**config.mk**
```make
export PLATFORM = sky130hd
export DESIGN_NAME = edge_wake_ctrl
export DESIGN_NICKNAME = d
export VERILOG_FILES = /design/src/rtl/ewk_pkg.sv /design/src/rtl/ewk_sync.sv /design/src/rtl/ewk_channel.sv /design/src/rtl/ewk_regs.sv /design/src/rtl/edge_wake_ctrl.sv
export SDC_FILE = /design/constraint.sdc
export NUM_CORES = 1
export LEC_CHECK = 0
export ABC_AREA = 1
export BUFFER_PORTS_ARGS = -buffer_cell sky130_fd_sc_hd__buf_2
export CAP_MARGIN = 20
export CORE_ASPECT_RATIO = 1.1
export CORE_MARGIN = 5
export CORE_UTILIZATION = 25
export DETAILED_ROUTE_END_ITERATION = 8
export PLACE_DENSITY = 0.52
export SYNTH_ARGS = -nofsm -noshare
export SYNTH_HDL_FRONTEND = slang
export SYNTH_HIERARCHICAL = 1
export SYNTH_SLANG_ARGS = --single-unit
```
**constraint.sdc**
```tcl
create_clock -name clk -period 1.9 [get_ports clk]
set_input_delay 0.38 -clock clk [delete_from_list [all_inputs] [get_ports clk]]
set_output_delay 0.38 -clock clk [all_outputs]
set_load 0.02 [all_outputs]
```
**src/rtl/ewk_pkg.sv**
```systemverilog
package ewk_pkg;
    localparam int unsigned NPINS       = 8;
    localparam int unsigned ADDR_W      = 2;
    localparam int unsigned SYNC_STAGES = 2;
    localparam int unsigned SUB_CH      = 6;
    localparam int unsigned CTRL_W      = 2;
    localparam int unsigned CTRL_IRQ_EN = 0;
    localparam int unsigned CTRL_SRC    = 1;

    typedef enum logic [ADDR_W-1:0] {
        REG_ENABLE = 2'd0,
        REG_EDGE   = 2'd1,
        REG_PEND   = 2'd2,
        REG_CTRL   = 2'd3
    } reg_sel_e;

    typedef enum logic {
        CH_IDLE = 1'b0,
        CH_PEND = 1'b1
    } ch_state_e;
endpackage

```
**src/rtl/ewk_sync.sv**
```systemverilog
module ewk_sync #(
    parameter int unsigned W      = 8,
    parameter int unsigned STAGES = 2
) (
    input  logic         clk,
    input  logic         rst_n,
    input  logic [W-1:0] d,
    output logic [W-1:0] cur,
    output logic [W-1:0] prev
);
    // per-bit synchroniser chain followed by a one-cycle history register
    for (genvar g = 0; g < W; g++) begin : g_bit
        logic [STAGES-1:0] chain_q;
        logic              hist_q;

        always_ff @(posedge clk) begin
            if (!rst_n) begin
                chain_q <= '0;
                hist_q  <= 1'b0;
            end else begin
                chain_q <= {chain_q[STAGES-2:0], d[g]};
                hist_q  <= chain_q[STAGES-1];
            end
        end

        assign cur[g]  = chain_q[STAGES-1];
        assign prev[g] = hist_q;
    end
endmodule

```
**src/rtl/ewk_channel.sv**
```systemverilog
module ewk_channel
    import ewk_pkg::*;
(
    input  logic clk,
    input  logic rst_n,
    input  logic enable,
    input  logic fall_sel,
    input  logic level_now,
    input  logic level_old,
    input  logic clear_req,
    output logic pending
);
    ch_state_e state_q, state_d;
    logic      edge_hit;

    // qualifying transition for this channel
    always_comb begin
        if (fall_sel) edge_hit = enable & level_old & ~level_now;
        else          edge_hit = enable & ~level_old & level_now;
    end

    // next-state logic: an edge outranks a clear in the same cycle
    always_comb begin
        state_d = state_q;
        unique case (state_q)
            CH_IDLE: if (edge_hit)                state_d = CH_PEND;
            CH_PEND: if (clear_req && !edge_hit)  state_d = CH_IDLE;
        endcase
    end

    always_ff @(posedge clk) begin
        if (!rst_n) state_q <= CH_IDLE;
        else        state_q <= state_d;
    end

    always_comb pending = (state_q == CH_PEND);
endmodule

```
**src/rtl/ewk_regs.sv**
```systemverilog
module ewk_regs
    import ewk_pkg::*;
(
    input  logic              clk,
    input  logic              rst_n,
    input  logic              we,
    input  logic [ADDR_W-1:0] addr,
    input  logic [NPINS-1:0]  wdata,
    input  logic [NPINS-1:0]  pend,
    output logic [NPINS-1:0]  en_q,
    output logic [NPINS-1:0]  edge_q,
    output logic              irq_en,
    output logic              src_sel,
    output logic [NPINS-1:0]  clr_mask,
    output logic [NPINS-1:0]  rdata
);
    logic [CTRL_W-1:0] ctrl_q;
    reg_sel_e          sel;

    assign sel = reg_sel_e'(addr);

    always_ff @(posedge clk) begin
        if (!rst_n) begin
            en_q   <= '0;
            edge_q <= '0;
            ctrl_q <= '0;
        end else if (we) begin
            unique case (sel)
                REG_ENABLE: en_q   <= wdata;
                REG_EDGE:   edge_q <= wdata;
                REG_PEND:   ;
                REG_CTRL:   ctrl_q <= wdata[CTRL_W-1:0];
            endcase
        end
    end

    // zeros in a pending write request a clear, ones leave the bit alone
    always_comb begin
        clr_mask = '0;
        if (we && sel == REG_PEND) clr_mask = ~wdata;
    end

    always_comb begin
        rdata = '0;
        unique case (sel)
            REG_ENABLE: rdata = en_q;
            REG_EDGE:   rdata = edge_q;
            REG_PEND:   rdata = pend;
            REG_CTRL:   rdata[CTRL_W-1:0] = ctrl_q;
        endcase
    end

    assign irq_en  = ctrl_q[CTRL_IRQ_EN];
    assign src_sel = ctrl_q[CTRL_SRC];
endmodule

```
**src/rtl/edge_wake_ctrl.sv**
```systemverilog
module edge_wake_ctrl
    import ewk_pkg::*;
(
    input  logic              clk,
    input  logic              rst_n,
    input  logic [NPINS-1:0]  pin_i,
    input  logic              fault_i,
    input  logic [ADDR_W-1:0] bus_addr,
    input  logic              bus_we,
    input  logic [NPINS-1:0]  bus_wdata,
    output logic [NPINS-1:0]  bus_rdata,
    output logic              wake_o,
    output logic              irq_o,
    output logic              sleep_ok_o
);
    logic [NPINS-1:0] en_q, edge_q, clr_mask, pend_q;
    logic [NPINS-1:0] chan_raw, lvl_now, lvl_old;
    logic             irq_en, src_sel;

    ewk_regs u_regs (
        .clk      (clk),
        .rst_n    (rst_n),
        .we       (bus_we),
        .addr     (bus_addr),
        .wdata    (bus_wdata),
        .pend     (pend_q),
        .en_q     (en_q),
        .edge_q   (edge_q),
        .irq_en   (irq_en),
        .src_sel  (src_sel),
        .clr_mask (clr_mask),
        .rdata    (bus_rdata)
    );

    // channel SUB_CH may take the internal fault source ahead of synchronisation
    always_comb begin
        chan_raw         = pin_i;
        chan_raw[SUB_CH] = src_sel ? fault_i : pin_i[SUB_CH];
    end

    ewk_sync #(.W(NPINS), .STAGES(SYNC_STAGES)) u_sync (
        .clk   (clk),
        .rst_n (rst_n),
        .d     (chan_raw),
        .cur   (lvl_now),
        .prev  (lvl_old)
    );

    for (genvar c = 0; c < NPINS; c++) begin : g_chan
        ewk_channel u_ch (
            .clk       (clk),
            .rst_n     (rst_n),
            .enable    (en_q[c]),
            .fall_sel  (edge_q[c]),
            .level_now (lvl_now[c]),
            .level_old (lvl_old[c]),
            .clear_req (clr_mask[c]),
            .pending   (pend_q[c])
        );
    end

    assign wake_o     = |pend_q;
    assign irq_o      = wake_o & irq_en;
    assign sleep_ok_o = ~wake_o;
endmodule

```
==> results of run 1 <==
-- critical path, cell delays in order --
cell                       delay, ns
sky130_fd_sc_hd__buf_2          0.15
sky130_fd_sc_hd__inv_2          0.14
sky130_fd_sc_hd__nand2_1        0.20
sky130_fd_sc_hd__o211ai_1       0.27
sky130_fd_sc_hd__buf_2          0.21
-- final cells by class --
class	instances	area [um2]
Clock buffer	7	86.3
Clock inverter	1	5.00
Fill cell	1066	6720
Inverter	87	327
Multi-Input combinational cell	188	852
Sequential cell	50	1000
Tap cell	117	146
Timing Repair Buffer	36	215
-- routing by layer --
layer / vias up / GRT usage
met1: 861 / 0.116
li1: 1063 / -
met3: 6 / 0.0205
met5: - / 0
met2: 32 / 0.144
met4: 0 / 0.0285
-- registers in the layout (all words and copies together) (netlist names) --
register              flops
u_regs/ctrl_q             2
u_regs/edge_q             8
u_sync/g_bit.chain_q     16
u_sync/g_bit.hist_q       8
u_regs/en_q               8
g_chan.u_ch/pending       8
-- cells by family after synthesis --
logic type / synth area share
compound gates: 0.0378
flops: 0.420
simple gates: 0.320
buf+inv: 0.222
-- worst min path at each step --
stage                                 endpoint  slack (ns)  depth (start not counted)
finish              u_sync/g_bit[4].chain_q[0]        0.26                          3
global route        u_sync/g_bit[2].chain_q[0]        0.26                          3
CTS                 u_sync/g_bit[4].chain_q[0]        0.25                          3
detailed placement  u_sync/g_bit[5].chain_q[1]        0.40                          2
global placement    u_sync/g_bit[2].chain_q[1]        0.39                          2
floorplan           u_sync/g_bit[7].chain_q[1]        0.39                          2
-- through the flow --
step	worst slack, ns	total power [mW]	std cells	util
after global routing	0.0406	2.07	486	0.282
after floorplan	0.357	1.30	351	-
final	0.162	1.97	486	0.282
after global placement	0.167	1.36	478	0.272
after detailed placement	0.149	1.36	478	0.272
after CTS	0.148	2.00	486	0.282
-- power by group --
part           switching, mW  total (mW)  internal, mW
logic                  0.135       0.214        0.0786
clock network          0.336       0.630         0.294
registers             0.0302        1.12          1.09
total                  0.502        1.97          1.46
-- synth_stat cells --
master and n:
sky130_fd_sc_hd__buf_2 1, sky130_fd_sc_hd__nor2_4 2, sky130_fd_sc_hd__inv_2 1, sky130_fd_sc_hd__nand2_1 86, sky130_fd_sc_hd__clkbuf_2 1, sky130_fd_sc_hd__nand3_1 23, sky130_fd_sc_hd__buf_6 3, sky130_fd_sc_hd__clkbuf_1 1
sky130_fd_sc_hd__buf_8 1, sky130_fd_sc_hd__inv_1 86, sky130_fd_sc_hd__o211ai_1 6, sky130_fd_sc_hd__buf_1 1, sky130_fd_sc_hd__nor2_1 41, sky130_fd_sc_hd__nand2_4 1, sky130_fd_sc_hd__nor2_2 1, sky130_fd_sc_hd__nand3_4 1
sky130_fd_sc_hd__nand4_1 18, sky130_fd_sc_hd__dfxtp_1 50, sky130_fd_sc_hd__a21oi_1 8, sky130_fd_sc_hd__buf_4 18, sky130_fd_sc_hd__o21ai_0 1
==> run_results.csv, run 1 <==
group,metric,value,unit
logic_synthesis,synth-warning-count,6,
logic_synthesis,post_synth_instance_area,2380,um2
routing,postRouteAntennaNets,0,
power,power_leakage,1.41,nW
floorplan,core_region_area,9350,um2
clocking,number_of_buffers_inserted_during_clock_tree_synthesis,5,
sta,tightest_slew,0.280,ns
worst_setup_path,crit_required,1.52,ns
worst_setup_path,cp-startpoint,"bus_addr[1]",
worst_setup_path,worstSetupEndpoint,"bus_rdata[6]",
sta,fin_setup_tns,0,ns
place,io_buffers,32,
min_path,holdCritStartpoint,"pin_i[4]",
logic_synthesis,synth_seq_area_share,0.420,
clocking,cts_tree,"done",
worst_setup_path,crit_type,"primary input to output port",
routing,remaining_drc_errors,0,
sta,final_hold_viol_count,0,
worst_setup_path,worst-r2r-cell-count,5,
global_route,maximum_number_of_pins_on_one_net_before_global_route_repair,51,
clocking,clkLatencyLatePin,0.29,ns
worst_setup_path,path_max_fanout,7,
clocking,cts_resized,0,
routing,drt-vias-per-instance,4.04,
sta,number_of_max_slew_violations_in_the_final_report,0,
layout,layout-area-overhead-vs-synth,10.6,%
place,dpl-instance-area,2540,um2
routing,first_pass_iters,4,
clocking,root_buffer,"sky130_fd_sc_hd__clkbuf_8",
routing,route.final.wire_length,5000,um
floorplan,num_io_pins,33,
logic_synthesis,postSynthAreaPerCell,6.78,um2
sta,worst_slew_margin_rel,0.814,
global_route,first_global_vias,1833,
sta,max_clock_freq,0.576,GHz
routing,drtIter0Drc,112,
global_route,initial_antenna_violation_count,0,
logic_synthesis,synthCells,351,
global_route,gr-usage-all-layers,0.0889,
logic_synthesis,synth_top_cell_area_share,0.420,
floorplan,die_y,112,um
layout,final_cell_area,2630,um2
clocking,cts.repair_timing.setup_buffer_count,0,
routing,wire_per_inst,10.3,um
min_path,min_path_type,"primary input to register",
global_route,grt_overflow_total,0,
sta,timing.clock.skew,0.00400,ns
worst_setup_path,critical_path.endpoint_type,"output port",
logic_synthesis,synth.ff_latch_count,50,
floorplan,die_area,11600,um2
sta,worst_hold_check_slack,0.258,ns
layout,mostFrequentLayoutCells,"sky130_fd_sc_hd__inv_1, sky130_fd_sc_hd__nand2_1, sky130_fd_sc_hd__dfxtp_1, sky130_fd_sc_hd__nor2_1, sky130_fd_sc_hd__buf_2",
sta,final_period_minus_worst_setup_slack,1.74,ns
clocking,clkSlewWorstSetupHoldPaths,0.09,ns
sta,rsz0062_at_grt,"false",
layout,post_route_cells_drive_above_1_share,0.133,
job,maxCapViolations,0,
layout,antenna_cells,0,
routing,total_vias_in_the_final_route,1962,
layout,nNetsFinal,390,
global_route,grt_first_pass_wirelength,8300,um
worst_setup_path,r2r-start,"u_regs/edge_q[0]",
worst_setup_path,setup.worst_path.start_class,"primary input",
logic_synthesis,synth_area_leader_cell,"sky130_fd_sc_hd__dfxtp_1",
worst_setup_path,crit_arrival,1.36,ns
clocking,numClockSinks,50,
routing,met3RoutedLength,146,um
logic_synthesis,synth_cell_types,21,
routing,routedLengthMet1,2570,um
sta,final.period_utilization,0.914,
clocking,buffer_levels_on_the_longest_clock_path,2,
worst_setup_path,timing.reg2reg.setup_slack,1.10,ns
place,dp_hpwl,3570,um
power,worst_vdd_ir,325,uV
status,run_status,"completed",
sta,setup_viol_count_final,0,
routing,met2WireLength,2210,um
logic_synthesis,synthesis.nets,373,
floorplan,placement_rows,37,
place,gp_congestion,0.792,
logic_synthesis,synth_area_leaders,"sky130_fd_sc_hd__dfxtp_1, sky130_fd_sc_hd__inv_1, sky130_fd_sc_hd__nand2_1, sky130_fd_sc_hd__nor2_1, sky130_fd_sc_hd__buf_4",
floorplan,die_width,103,um
power,power-per-cell-area,746,nW/um2
clocking,cts_hold_buffers,0,
routing,routed.top_layer,"met4",
clocking,htreeDepth,2,
floorplan,initial_core_util,0.255,
worst_setup_path,worstReg2RegEnd,"g_chan[0].u_ch/pending",
Power figures use the tool's default switching activity.
==> inputs of run 2 (changes only) <==
==> constraint.sdc (replaced) <==
create_clock -name clk -period 1.9 [get_ports clk]
set_input_delay 0.57 -clock clk [delete_from_list [all_inputs] [get_ports clk]]
set_output_delay 0.57 -clock clk [all_outputs]
set_load 0.02 [all_outputs]
==> run 2 against run 1 <==
Net effect: register-to-register slack gained 0.03 ns; worst hold slack gained 0.16 ns; cell count grew 1.6%; via count grew 2.7%; sequential share of layout area shrank 1.6 points; total power grew 1.4%; first-iteration DRC count shrank 38%; setup slack lost 0.13 ns; global-route usage grew 0.25 points; critical endpoint is now bus_rdata[3]; highest routed layer unchanged.
==> run_results.csv, run 2 (synthesis gave the netlist of run 1 again) <==
group,metric,value,unit
status,run_status,"completed",
worst_setup_path,worst-path-buf-inv,2,
layout,final_core_utilization,0.294,
routing,total_vias_in_the_final_route,2015,
floorplan,die_area,11600,um2
sta,number_of_max_slew_violations_in_the_final_report,0,
layout,max_flop_register,"u_sync/g_bit.chain_q",
global_route,initial_antenna_violation_count,0,
clocking,clkLatencyLatePin,0.30,ns
power,power_leakage,1.46,nW
place,io_buffers,32,
worst_setup_path,worst-r2r-cell-count,5,
sta,rsz0062_at_grt,"true",
min_path,min_path_type,"register to register",
worst_setup_path,critical_path.endpoint_type,"output port",
place,dp_hpwl,3570,um
sta,final_hold_viol_count,0,
worst_setup_path,crit_arrival,1.30,ns
sta,tightest_slew,0.247,ns
worst_setup_path,crit_required,1.33,ns
worst_setup_path,worstReg2RegEnd,"g_chan[1].u_ch/pending",
place,post-place-ws,-0.122,ns
worst_setup_path,crit_type,"primary input to output port",
sta,timing.clock.skew,0.00807,ns
worst_setup_path,timing.critical_path.cells,"buf_12 -> nor2_4 -> nand2_1 -> o211ai_1 -> buf_4",
layout,post_route_cells_drive_above_1_share,0.156,
layout,layout-area-overhead-vs-synth,15.6,%
global_route,maximum_number_of_pins_on_one_net_before_global_route_repair,51,
floorplan,initial_core_util,0.255,
clocking,buffer_levels_on_the_longest_clock_path,2,
layout,nNetsFinal,398,
routing,wire_per_inst,10.3,um
worst_setup_path,critical-path-max-stage-delay,0.23,ns
sta,worst_slew_margin_rel,0.835,
routing,drtIter0Drc,69,
floorplan,num_io_pins,33,
clocking,root_buffer,"sky130_fd_sc_hd__clkbuf_8",
layout,most_common_cell_after_layout_fill_and_taps_aside,"sky130_fd_sc_hd__inv_1",
clocking,number_of_buffers_inserted_during_clock_tree_synthesis,5,
global_route,grt_overflow_total,0,
power,total_power,1.99,mW
sta,max_clock_freq,0.535,GHz
floorplan,die_y,112,um
power,worst_vdd_ir,259,uV
worst_setup_path,r2r-start,"u_regs/edge_q[1]",
min_path,worst_hold_path.endpoint,"u_sync/g_bit[7].chain_q[1]",
worst_setup_path,path_max_fanout,7,
clocking,clkSlewWorstSetupHoldPaths,0.08,ns
power,power-per-cell-area,724,nW/um2
sta,final_period_minus_worst_setup_slack,1.87,ns
job,maxCapViolations,0,
routing,drt-vias-per-instance,4.08,
sta,worst_slack,0.0315,ns
layout,antenna_cells,0,
min_path,worst_hold_path.num_cells,2,
routing,first_pass_iters,5,
floorplan,die_width,103,um
sta,final.period_utilization,0.983,
min_path,holdCritStartpoint,"u_sync/g_bit[7].chain_q[0]",
routing,remaining_drc_errors,0,
global_route,first_global_vias,1834,
clocking,numClockSinks,50,
clocking,cts_tree,"done",
floorplan,core_region_area,9350,um2
sta,setup_viol_count_final,0,
worst_setup_path,delay_heaviest_family_cp,"simple AND/OR/NAND/NOR gates",
routing,postRouteAntennaNets,0,
place,gp_congestion,0.748,
worst_setup_path,timing.reg2reg.setup_slack,1.13,ns
global_route,gr-usage-all-layers,0.0915,
layout,largest_register_ff_count,16,
clocking,htreeDepth,2,
routing,route.final.wire_length,5090,um
layout,mostFrequentLayoutCells,"sky130_fd_sc_hd__inv_1, sky130_fd_sc_hd__nand2_1, sky130_fd_sc_hd__dfxtp_1, sky130_fd_sc_hd__nor2_1, sky130_fd_sc_hd__buf_2",
worst_setup_path,setup.worst_path.start_class,"primary input",
global_route,grt_first_pass_wirelength,8490,um
floorplan,placement_rows,37,
worst_setup_path,crit_path_top_delay_cell,"sky130_fd_sc_hd__nor2_4",
==> run 2: timing repair <==
action	4_1_cts	5_1_grt
hold endpoints to repair	0	0
hold buffers	0	0
gates resized for setup	9	11
setup endpoints to repair	7	11
pin swaps	4	8
buffers inserted	4	0
==> run 2: cell type report <==
| cell class | instances | area, um2 |
|---|---|---|
| Fill cell | 1065 | 6600 |
| Sequential cell | 50 | 1000 |
| Multi-Input combinational cell | 188 | 862 |
| Inverter | 87 | 332 |
| Timing Repair Buffer | 44 | 319 |
| Tap cell | 117 | 146 |
| Clock buffer | 7 | 86.3 |
| Clock inverter | 1 | 5.00 |
==> run 2: worst max path at each step <==
stage | depth (start not counted) | to | start | slack (ns)
after floorplan | 3 | bus_rdata[2] | bus_addr[0] | 0.05
after global placement | 5 | bus_rdata[3] | bus_addr[1] | -0.13
after detailed placement | 5 | bus_rdata[3] | bus_addr[1] | -0.12
after CTS | 6 | bus_rdata[1] | bus_addr[0] | -0.02
after global routing | 5 | bus_rdata[3] | bus_addr[0] | -0.06
final | 5 | bus_rdata[3] | bus_addr[0] | 0.03
==> run 2: stage by stage <==
step | TNS (ns) | hold WS, ns | cells | cell area [um2]
after global routing | -0.108 | 0.431 | 494 | 2750
after CTS | -0.0331 | 0.419 | 494 | 2720
after global placement | -0.600 | 0.393 | 482 | 2570
final | 0 | 0.417 | 494 | 2750
after detailed placement | -0.627 | 0.398 | 482 | 2570
after floorplan | 0 | 0.390 | 351 | 2380
==> run 2: power breakdown <==
| group | internal, mW | leakage, nW | switching, mW |
|---|---|---|---|
| Clock | 0.294 | 0.0482 | 0.337 |
| Combinational | 0.0995 | 1.00 | 0.141 |
| Sequential | 1.09 | 0.409 | 0.0307 |
==> run 2: worst min-delay path: stages (launching register included) <==
cell                      delay [ns]
sky130_fd_sc_hd__dfxtp_1        0.31
sky130_fd_sc_hd__nand2_1        0.05
sky130_fd_sc_hd__inv_1          0.04
==> run 2: per-layer routing <==
metal,track usage,part of all wire,vias to the layer above
li1,-,-,1075
met1,0.119,0.48,909
met2,0.149,0.48,27
met3,0.0199,0.028,4
met4,0.0302,0.012,0
met5,0,0,-
==> inputs of run 3 (changes only) <==
--- a/config.mk
+++ b/config.mk
@@ -19 +19,2 @@
 export SYNTH_SLANG_ARGS = --single-unit
+export TNS_END_PERCENT = 50
==> constraint.sdc (replaced) <==
create_clock -name clk -period 1.9 [get_ports clk]
set_input_delay 0.19 -clock clk [delete_from_list [all_inputs] [get_ports clk]]
set_output_delay 0.19 -clock clk [all_outputs]
set_load 0.02 [all_outputs]
==> run 3 against run 2 <==
Net effect: count of clock-buffer cells in the layout shrank 1; critical path depth stayed put; clock power is 3% lower; wire length is 3.8% higher; maximum frequency increased by 31%; sequential cell count is the same; total power is 2.2% lower; first-iteration DRC count grew 48%; highest routed layer unchanged.
==> run_results.csv, run 3 (synthesis gave the netlist of run 1 again) <==
group,metric,value,unit
status,run_status,"completed",
routing,drtIter0Drc,102,
worst_setup_path,crit_type,"register to output port",
worst_setup_path,worstReg2RegEnd,"g_chan[0].u_ch/pending",
routing,postRouteAntennaNets,0,
clocking,root_buffer,"sky130_fd_sc_hd__clkbuf_8",
power,sequentialPowerShare,0.575,
layout,nNetsFinal,389,
floorplan,initial_core_util,0.255,
routing,met3RoutedLength,229,um
routing,met2WireLength,2420,um
sta,number_of_max_slew_violations_in_the_final_report,0,
layout,register_area,1000,um2
layout,mostFrequentLayoutCells,"sky130_fd_sc_hd__inv_1, sky130_fd_sc_hd__nand2_1, sky130_fd_sc_hd__dfxtp_1, sky130_fd_sc_hd__nor2_1, sky130_fd_sc_hd__buf_2",
floorplan,die_y,112,um
sta,worst_slew_margin_rel,0.709,
routing,wire_per_inst,10.9,um
floorplan,num_io_pins,33,
sta,final_hold_viol_count,0,
job,maxCapViolations,0,
sta,tightest_slew,0.437,ns
layout,max_flop_register,"u_sync/g_bit.chain_q",
power,power.switching,0.502,mW
power,worst_vdd_ir,255,uV
worst_setup_path,crit_required,1.71,ns
clocking,number_of_buffers_inserted_during_clock_tree_synthesis,5,
power,power-per-cell-area,748,nW/um2
sta,worst_hold_check_slack,0.0648,ns
routing,first_pass_iters,4,
floorplan,die_area,11600,um2
min_path,min_path_type,"primary input to register",
global_route,grt_first_pass_wirelength,9070,um
routing,route.final.wire_length,5280,um
clocking,cts_tree,"done",
clocking,numClockSinks,50,
global_route,initial_antenna_violation_count,0,
power,combinational_share_of_power,0.108,
floorplan,die_width,103,um
clocking,cts_hold_buffers,0,
clocking,cts_resized,0,
layout,antenna_cells,0,
place,io_buffers,32,
sta,timing.clock.skew,0.00574,ns
clocking,cts.repair_timing.setup_buffer_count,0,
global_route,maximum_number_of_pins_on_one_net_before_global_route_repair,31,
routing,remaining_drc_errors,0,
worst_setup_path,timing.reg2reg.setup_slack,1.11,ns
layout,largest_register_ff_count,16,
routing,routedLengthMet1,2550,um
clocking,buffer_levels_on_the_longest_clock_path,2,
power,clockPowerShare,0.316,
worst_setup_path,setup.worst_path.start_class,"register",
sta,fin_setup_tns,0,ns
routing,drt-vias-per-instance,4.07,
worst_setup_path,r2r-start,"u_regs/edge_q[0]",
worst_setup_path,crit_arrival,1.23,ns
sta,final.period_utilization,0.750,
sta,setup_viol_count_final,0,
sta,rsz0062_at_grt,"false",
sta,final_period_minus_worst_setup_slack,1.42,ns
layout,multiInputGateArea,852,um2
clocking,clkSlewWorstSetupHoldPaths,0.09,ns
worst_setup_path,cp-startpoint,"g_chan[7].u_ch/pending",
worst_setup_path,worst-r2r-cell-count,5,
layout,fillerInstances,1066,
global_route,grt_overflow_total,0,
routing,total_vias_in_the_final_route,1968,
layout,layout-area-overhead-vs-synth,9.35,%
clocking,clkLatencyLatePin,0.30,ns
clocking,htreeDepth,2,
place,dp_hpwl,3850,um
sta,max_clock_freq,0.702,GHz
floorplan,core_region_area,9350,um2
routing,routed.top_layer,"met4",
power,cellInternalPower,1.45,mW
worst_setup_path,critical_path.endpoint_type,"output port",
floorplan,placement_rows,37,
power,power_leakage,1.39,nW
worst_setup_path,path_max_fanout,3,
global_route,gr-usage-all-layers,0.0989,
power,power.switching_fraction,0.258,
place,gp_congestion,0.755,
global_route,first_global_vias,1858,
layout,post_route_cells_drive_above_1_share,0.128,
worst_setup_path,worstSetupEndpoint,"irq_o",
min_path,holdCritStartpoint,"pin_i[4]",
==> run 3: how the worst min path moves through the flow <==
| stage | end | slack, ns | depth (start not counted) |
|---|---|---|---|
| CTS | u_sync/g_bit[4].chain_q[0] | 0.05 | 3 |
| global placement | u_sync/g_bit[2].chain_q[0] | 0.37 | 3 |
| global route | u_sync/g_bit[7].chain_q[0] | 0.06 | 3 |
| finish | u_sync/g_bit[4].chain_q[0] | 0.06 | 3 |
| detailed placement | u_sync/g_bit[5].chain_q[0] | 0.38 | 3 |
| floorplan | u_sync/g_bit[0].chain_q[0] | 0.28 | 2 |
==> run 3: layout make-up <==
cell class / instances / share of cell area
flip-flops and latches: 50 / 0.384
well taps: 117 / 0.0562
inverters: 87 / 0.125
multi-input cells: 188 / 0.327
clock buffers: 6 / 0.0317
repair buffers: 35 / 0.0750
==> run 3: power by group through the flow <==
stage	Clock [mW]	Sequential, mW	Combinational [mW]
2_1_floorplan	0	1.13	0.163
4_1_cts	0.654	1.12	0.215
3_3_place_gp	0	1.14	0.209
5_1_grt	0.699	1.13	0.245
3_5_place_dp	0	1.15	0.214
6_report	0.616	1.12	0.211
==> run 3: layer usage <==
metal | global-route usage | up-vias
li1 | - | 1058
met1 | 0.134 | 870
met2 | 0.152 | 33
met3 | 0.0249 | 7
met4 | 0.0337 | 0
met5 | 0 | -
==> run 3: per-stage QoR <==
step                      cells  cell area [um2]  total power, mW   util  setup slack (ns)
after floorplan             351             2380             1.30      -             0.737
after global placement      477             2520             1.35  0.270             0.544
after detailed placement    477             2520             1.36  0.270             0.486
after CTS                   483             2600             1.99  0.278             0.442
after global routing        483             2600             2.07  0.278             0.382
final                       483             2600             1.95  0.278             0.475
==> run 3: critical path, stage by stage (launching register included) <==
cell and delay, ns:
sky130_fd_sc_hd__dfxtp_1 0.34, sky130_fd_sc_hd__nor2_1 0.14, sky130_fd_sc_hd__nand2_1 0.08, sky130_fd_sc_hd__nor2_2 0.17, sky130_fd_sc_hd__nor2_1 0.05, sky130_fd_sc_hd__buf_2 0.15
